==> src/rtl/dmc_pkg.sv <==
package dmc_pkg;
  localparam int DEF_SYM_W = 4;
  localparam int DEF_ROWS  = 2;
  localparam int DEF_COLS  = 8;

  // width of one pair sum: symbol width plus the carry
  function automatic int sum_width(input int sym_w);
    return sym_w + 1;
  endfunction
endpackage

==> src/rtl/dmc_hsum.sv <==
module dmc_hsum #(
  parameter int SYM_W = dmc_pkg::DEF_SYM_W,
  parameter int ROWS  = dmc_pkg::DEF_ROWS,
  parameter int COLS  = dmc_pkg::DEF_COLS,
  localparam int ROW_W  = COLS * SYM_W,
  localparam int DATA_W = ROWS * ROW_W,
  localparam int HALF   = COLS / 2,
  localparam int HS_W   = dmc_pkg::sum_width(SYM_W),
  localparam int H_W    = ROWS * HALF * HS_W
) (
  input  logic [DATA_W-1:0] data,
  output logic [H_W-1:0]    hsum
);
  // symbol j of each row is added to symbol j+HALF of the same row
  for (genvar r = 0; r < ROWS; r++) begin : g_row
    for (genvar j = 0; j < HALF; j++) begin : g_pair
      logic [HS_W-1:0] lo_ext, hi_ext;
      assign lo_ext = {1'b0, data[r*ROW_W + j*SYM_W +: SYM_W]};
      assign hi_ext = {1'b0, data[r*ROW_W + (j+HALF)*SYM_W +: SYM_W]};
      assign hsum[(r*HALF + j)*HS_W +: HS_W] = lo_ext + hi_ext;
    end
  end
endmodule

==> src/rtl/dmc_vpar.sv <==
module dmc_vpar #(
  parameter int SYM_W = dmc_pkg::DEF_SYM_W,
  parameter int ROWS  = dmc_pkg::DEF_ROWS,
  parameter int COLS  = dmc_pkg::DEF_COLS,
  localparam int ROW_W  = COLS * SYM_W,
  localparam int DATA_W = ROWS * ROW_W
) (
  input  logic [DATA_W-1:0] data,
  output logic [ROW_W-1:0]  vpar
);
  // parity down each bit column across all rows
  always_comb begin
    vpar = '0;
    for (int r = 0; r < ROWS; r++) vpar ^= data[r*ROW_W +: ROW_W];
  end
endmodule

==> src/rtl/dmc_stage.sv <==
module dmc_stage #(
  parameter int W          = 136,
  parameter bit REGISTERED = 1'b1
) (
  input  logic         clk,
  input  logic         rst_n,
  input  logic         in_valid,
  output logic         in_ready,
  input  logic [W-1:0] in_data,
  output logic         out_valid,
  input  logic         out_ready,
  output logic [W-1:0] out_data
);
  if (REGISTERED) begin : g_reg
    logic         vld_q;
    logic [W-1:0] dat_q;

    assign in_ready  = !vld_q || out_ready;
    assign out_valid = vld_q;
    assign out_data  = dat_q;

    always_ff @(posedge clk or negedge rst_n) begin
      if (!rst_n)        vld_q <= 1'b0;
      else if (in_ready) vld_q <= in_valid;
    end

    always_ff @(posedge clk) begin
      if (in_valid && in_ready) dat_q <= in_data;
    end

    assert_accept_lands_R4: assert property (@(posedge clk) disable iff (!rst_n)
      (in_valid && in_ready) |=> (out_valid && out_data == $past(in_data)));
    assert_hold_on_stall_R5: assert property (@(posedge clk) disable iff (!rst_n)
      (out_valid && !out_ready) |=> (out_valid && $stable(out_data)));
    assert_ready_on_stall_R6: assert property (@(posedge clk) disable iff (!rst_n)
      (out_valid && !out_ready) |-> !in_ready);
  end else begin : g_comb
    assign in_ready  = out_ready;
    assign out_valid = in_valid;
    assign out_data  = in_data;

    assert_ready_on_stall_R6: assert property (@(posedge clk) disable iff (!rst_n)
      (out_valid && !out_ready) |-> !in_ready);
  end
endmodule

==> src/rtl/dmc_encoder.sv <==
module dmc_encoder #(
  parameter int SYM_W      = dmc_pkg::DEF_SYM_W,
  parameter int ROWS       = dmc_pkg::DEF_ROWS,
  parameter int COLS       = dmc_pkg::DEF_COLS,
  parameter bit REGISTERED = 1'b1,
  localparam int ROW_W  = COLS * SYM_W,
  localparam int DATA_W = ROWS * ROW_W,
  localparam int HALF   = COLS / 2,
  localparam int HS_W   = dmc_pkg::sum_width(SYM_W),
  localparam int H_W    = ROWS * HALF * HS_W,
  localparam int V_W    = ROW_W,
  localparam int CW_W   = DATA_W + H_W + V_W
) (
  input  logic              clk,
  input  logic              rst_n,
  input  logic              in_valid,
  output logic              in_ready,
  input  logic [DATA_W-1:0] in_data,
  output logic              out_valid,
  input  logic              out_ready,
  output logic [CW_W-1:0]   out_cw
);
  logic [H_W-1:0]  hsum;
  logic [V_W-1:0]  vpar;
  logic [CW_W-1:0] cw_next;

  dmc_hsum #(.SYM_W(SYM_W), .ROWS(ROWS), .COLS(COLS)) u_hsum (
    .data(in_data), .hsum(hsum));

  dmc_vpar #(.SYM_W(SYM_W), .ROWS(ROWS), .COLS(COLS)) u_vpar (
    .data(in_data), .vpar(vpar));

  assign cw_next = {vpar, hsum, in_data};

  dmc_stage #(.W(CW_W), .REGISTERED(REGISTERED)) u_stage (
    .clk(clk), .rst_n(rst_n),
    .in_valid(in_valid), .in_ready(in_ready), .in_data(cw_next),
    .out_valid(out_valid), .out_ready(out_ready), .out_data(out_cw));

  // data field is the word that went in
  if (REGISTERED) begin : g_chk_reg
    assert_data_copy_R1: assert property (@(posedge clk) disable iff (!rst_n)
      (in_valid && in_ready) |=> (out_cw[DATA_W-1:0] == $past(in_data)));
  end else begin : g_chk_comb
    assert_data_copy_R1: assert property (@(posedge clk) disable iff (!rst_n)
      out_valid |-> (out_cw[DATA_W-1:0] == in_data));
  end

  // each stored sum, minus its upper symbol, gives back its lower symbol
  for (genvar k = 0; k < ROWS*HALF; k++) begin : g_chk_h
    localparam int R = k / HALF;
    localparam int J = k % HALF;
    logic [HS_W-1:0] h_f, lo_f, hi_f;
    assign h_f  = out_cw[DATA_W + k*HS_W +: HS_W];
    assign lo_f = {1'b0, out_cw[R*ROW_W + J*SYM_W +: SYM_W]};
    assign hi_f = {1'b0, out_cw[R*ROW_W + (J+HALF)*SYM_W +: SYM_W]};
    assert_sum_recovers_R2: assert property (@(posedge clk) disable iff (!rst_n)
      out_valid |-> ((h_f - hi_f) == lo_f));
  end

  // parity field folds the rows back to zero
  logic [V_W-1:0] v_fold;
  always_comb begin
    v_fold = out_cw[DATA_W + H_W +: V_W];
    for (int r = 0; r < ROWS; r++) v_fold ^= out_cw[r*ROW_W +: ROW_W];
  end
  assert_parity_folds_R3: assert property (@(posedge clk) disable iff (!rst_n)
    out_valid |-> (v_fold == '0));
endmodule

==> config.mk <==
export PLATFORM = sky130hd
export DESIGN_NAME = dmc_encoder
export DESIGN_NICKNAME = d
export VERILOG_FILES = /design/src/rtl/dmc_pkg.sv /design/src/rtl/dmc_hsum.sv /design/src/rtl/dmc_vpar.sv /design/src/rtl/dmc_stage.sv /design/src/rtl/dmc_encoder.sv
export SDC_FILE = /design/constraint.sdc
export NUM_CORES = 1
export LEC_CHECK = 0
export CAP_MARGIN = 20
export CORE_MARGIN = 4
export CORE_UTILIZATION = 48
export CTS_CLUSTER_DIAMETER = 120
export CTS_CLUSTER_SIZE = 20
export DETAILED_ROUTE_END_ITERATION = 10
export GPL_ROUTABILITY_DRIVEN = 0
export GPL_TIMING_DRIVEN = 0
export PLACE_DENSITY = 0.85
export SLEW_MARGIN = 40
export SYNTH_ARGS = -nofsm -noshare
export SYNTH_HDL_FRONTEND = slang
export SYNTH_SLANG_ARGS = --single-unit
==> constraint.sdc <==
create_clock -name clk -period 11.35 [get_ports clk]
set_input_delay 2.27 -clock clk [delete_from_list [all_inputs] [get_ports clk]]
set_output_delay 2.27 -clock clk [all_outputs]
set_load 0.1 [all_outputs]
## Word-level counts from Yosys, hierarchy flattened

Cells that the tools add are included.

- Bits in registers: 137
- Latch bits: 0
- Bits in writable memories: 0
- Memory bits (read-only): 0
- Input port bits: 68
- Output and inout port bits: 138
- Word-level logic and storage cells: 14
- Memories kept: 0

- $add $sub $neg: 8
- Multiply operators: 0
- Divide/modulo/power cells: 0
- Order comparisons: 0
- Eq/ne operators: 0
- Shift operators: 0
- Mux-type cells: 0
- Bitwise logic cells: 1
- Reduce and logical (&&, ||, !) cells: 3

Operators with widths:

| kind | number |
|---|---|
| adder 4 x 4 -> 5 bit | 8 |
| XOR 32 bit | 1 |
| logical AND 1 bit | 1 |
| zero test 1 bit | 1 |
| logical OR 1 bit | 1 |

## Depth between registers and ports, before layout

- Word-level depth: 3
- Depth in mapped cells: 6
- Gate-level depth less buffers: 6

## Cells and area by module

Synthesis repeated with hierarchy kept, for this count alone.

- Cells, all modules: 290
- Area total of the unflattened synthesis: 5474.0 µm²

Modules (own cells, without submodules):

| module | times used | cells each | area each (µm²) | seq. area each (µm²) |
|---|---|---|---|---|
| dmc_stage | 1 | 140 | 4137.7 | 4108.9 |
| dmc_hsum | 1 | 118 | 1056.0 | 0.0 |
| dmc_vpar | 1 | 32 | 280.3 | 0.0 |

## Least setup slack after synthesis

Ideal clock, no wire load.

- Kind: input-to-reg
- Start: input port out_ready
- End: register u_stage.g_reg.dat_q[0] (netlist: u_stage.out_data[0]), enable pin
- Setup time: 0.510 ns
- Data arrival time: 6.305 ns
- Required time: 10.840 ns
- Setup slack: 4.535 ns
- Cell stages on the path: 2
- Path buffers: 0
- Cell sequence: nand2b_1 > and2_1

- Cells in the longest elaborated chain, start to end: 2

Ends and longest elaborated chain:

| element | line | source |
|---|---|---|
| start, declared | dmc_encoder.sv:20 | `input logic out_ready,` |
| logical OR 1 bit | dmc_stage.sv:18 | `assign in_ready = !vld_q \|\| out_ready;` |
| logical AND 1 bit | dmc_stage.sv:28 | `if (in_valid && in_ready) dat_q <= in_data;` |
| end signal, assigned | dmc_stage.sv:28 |  |
| end, declared | dmc_stage.sv:16 | `logic [W-1:0] dat_q;` |

Every way passes these cells.
A chain may end at the register's enable or synchronous reset.

## Worst setup path in the final report

- Start: input port out_ready
- End: output port in_ready

- Cells in the longest elaborated chain, start to end: 1

Ends and longest elaborated chain:

| element | line | source |
|---|---|---|
| logical OR 1 bit | dmc_stage.sv:18 |  |
| end, declared | dmc_encoder.sv:17 | `output logic in_ready,` |

Every way passes these cells.

==> summary by stage <==
Outcome
The flow ran to the end, and the final reports show no timing, DRC or antenna violations.

Clock tree
Counting along the longest clock path gives a buffer depth of 2. The number of clock sinks seen by CTS is 137. TritonCTS built the clock tree. Buffers inserted to repair hold after CTS numbered 0. The total clock buffers created by CTS is 17. The level count of the clock H-tree is 4. The tree is rooted in a clkbuf_16.

The clock-pin slew of the registers on the worst-case setup and hold paths is 0.06 ns. Post-CTS repair changed the size of 0 cells. The source-to-sink clock delay at the later pin of the worst-skew pair is 0.40 ns. Post-CTS timing repair inserted 0 buffers for setup.

Timing
Clock skew on the completed layout was measured at roughly 0.012 ns. The worst-margin pin slew is 0.512 ns. The top achievable clock speed is between 0.15 and 0.2 GHz. In the finished design, the share of the clock period the worst path needs comes to 0.494. The minimum clock period after layout is 5.60 ns. The post-route setup TNS is 0 ns.

Setup repair after global routing left no endpoint under its margin. On the final layout, the worst hold slack is around 0.59 ns. The setup-violating endpoint count in the final report is 0.

The final count of hold timing violations came to 0. The final-report max-slew violation count came to 0. The worst slew margin relative to its limit is 0.661.

Critical path
In this run the worst setup path terminates at in_ready. The critical path data arrival time is 3.33 ns. In this run the critical register-to-register path is captured at u_stage.out_data[44]. The maximum net fanout on the critical path is 3. For the worst setup path, the data required time is between 9 and 10 ns. The internal reg-to-reg setup slack is between 9 and 10 ns. The depth of the worst register-to-register path is 4. The startpoint-to-endpoint class of the critical path is input pin to output pin. STA classifies the critical path startpoint as an input pin. The launch point of the worst reg-to-reg path is u_stage.out_valid. The type of element capturing the critical path is an output pin. The startpoint of the most critical setup path is out_ready.

Pwr
In this run the static leakage power is 3.13 nW. The part of the power in combinational logic is 0.264. The clock network fraction of design power is 0.312. IR analysis of the VDD net gives a maximum drop of 0.110 mV. Dividing total power by cell area gives a power density of 192 mW/mm2. The internal power contribution is 0.000945 W. The total design power is between 0.001 and 0.0015 W.

In this run the power spent charging and discharging nets is 0.000498 W. Of the total power, the share spent switching nets is 0.345. The power share of the sequential group is 0.424.

Final layout
The fraction of layout cells with a size suffix above 1 is 0.325. The number of antenna diodes in the final layout is 0. In the final layout, the multi-input gates occupy about 0.0013 mm2. After the last flow step, the layout net total stands at 625.

The sequential cell area in the final layout is 0.00411 mm2. Counting the fill cells in the layout gives 763. From synthesis to final layout, the design area changed by 37.9%.

Routing
The mean routed wirelength per cell is 16.9 um. The total wire length after detailed routing is 11.2 mm. The mean number of vias per cell is between 4 and 5. The count of antenna-violating nets left after detailed routing is 0. The detailed-router iteration count before antenna repair is 4.

The remaining design rule violation count is 0. The DRC violation total after the first TritonRoute iteration is 177. Detailed routing inserted a total of 3172 vias.

Synthesis
The average instance area after synthesis is around 19 um2. The total standard cell area after synthesis is 0.00546 mm2. Of the synthesized area, sequential elements account for 0.752. The count of mapped cells out of synthesis is 290.

The Yosys step of the flow raised 0 warnings. The count of distinct cell types in the synthesized netlist is 13. Synthesis produced a netlist with a net count of 398. Synthesis inferred between 100 and 150 register bits.

Floorplan
Measured along the x axis, the die boundary spans 115 um. In this run the core area contains 38 standard-cell rows. The die covers 0.0132 mm2. The placeable core area is around 0.011 mm2.

The vertical die dimension is 115 um. 206 I/O pins were placed. For this configuration, the core starts out at a cell density of 0.497.

Global route
The global-route wire length before repair is 17.1 mm. The global route total overflow is 0. The total routing usage reported by global routing is 0.173. The largest net degree at the start of global routing is 47. The number of antenna violations at the first check in global routing came to 0. The number of global-route vias before repair is approximately 3300.

Place
The count of buffers added on input and output ports is approximately 210. Detailed placement finished with a half-perimeter wire length of 8.63 mm.

Run
Max-cap violations in this run came to 0.

Worst hold path
The tightest min-delay check is of the flip-flop to flip-flop type.
state kept, by name, indices dropped and copies added (netlist names):
name	count
u_stage.out_valid	1
u_stage.out_data	136
metal layers:
layer / track usage / routed length, um / vias to the layer above
met4: 0.0610 / 137 / 0
met2: 0.295 / 5800 / 134
met3: 0.0698 / 1070 / 11
met5: 0 / 0 / -
li1: - / - / 1517
met1: 0.198 / 4230 / 1510
critical path, stage by stage:
cell and delay [ns]:
clkdlybuf4s50_1 0.45, nand2b_1 0.16, buf_2 0.45
cells by family (layout without fill, tap and decap cells):
group,Yosys count,count (layout),share of synthesized area
flip-flops,137,137,0.752
XOR/XNOR,48,48,0.0769
adder cells (fa/ha/maj),40,40,0.103
AO/OA/AOI/OAI,26,26,0.0348
buffers and inverters,24,260,0.0165
AND/OR/NAND/NOR,15,15,0.0172
cells in the mapped netlist:
cell	instances	share of area
ha_1	32	0.073
inv_1	24	0.016
o21ai_0	6	0.0055
nand2b_1	8	0.0092
xnor2_1	14	0.022
xor2_1	34	0.055
and2_1	1	0.0011
dfrtp_1	1	0.0046
a21oi_2	8	0.013
a21o_1	12	0.016
nor2b_1	6	0.0069
fa_1	8	0.029
edfxtp_1	136	0.75
through the flow:
stage / area (um2) / instances / setup slack [ns] / utilization
floorplan: 5460 / 290 / 4.53 / -
global placement: 7690 / 635 / 3.79 / 0.700
detailed placement: 7060 / 638 / 5.76 / 0.643
CTS: 7530 / 666 / 5.75 / 0.686
global route: 7530 / 666 / 5.69 / 0.686
finish: 7530 / 666 / 5.75 / 0.686
final cells by class:
cell class | instances | share of cell area
flip-flops and latches | 137 | 0.545
repair buffers | 208 | 0.189
multi-input cells | 129 | 0.168
clock buffers | 20 | 0.0580
well taps | 140 | 0.0232
inverters | 24 | 0.0120
clock inverters | 8 | 0.00465
cells in the final DEF (no fill, tap or decap):
cell type,instances
clkinv_2,4
inv_1,24
ha_1,32
xor2_1,34
buf_12,3
a21o_1,12
fa_1,8
nand2b_1,8
clkdlybuf4s50_1,67
clkbuf_1,3
clkinv_1,4
xnor2_1,14
a21oi_2,8
and2_4,1
dfrtp_1,1
nor2b_1,6
o21ai_0,6
buf_2,138
edfxtp_1,136
clkbuf_16,17
worst min path at each step:
stage / startpoint / to / slack (ns) / cells past startpoint
after floorplan: u_stage.out_valid / u_stage.out_valid / 1.78 / 2
after global placement: u_stage.out_valid / u_stage.out_valid / 0.54 / 2
after detailed placement: u_stage.out_valid / u_stage.out_valid / 0.56 / 2
after CTS: u_stage.out_valid / u_stage.out_valid / 0.58 / 2
after global routing: u_stage.out_valid / u_stage.out_valid / 0.66 / 2
final: u_stage.out_valid / u_stage.out_valid / 0.59 / 2
power groups by stage:
stage	registers (W)	clock network, W	logic, W
floorplan	0.000870	0	0.0000544
global placement	0.000627	0	0.000405
detailed placement	0.000622	0	0.000384
CTS	0.000612	0.000460	0.000384
global route	0.000615	0.000486	0.000396
finish	0.000612	0.000450	0.000381
Note: power is estimated with default switching activity, not from simulation.
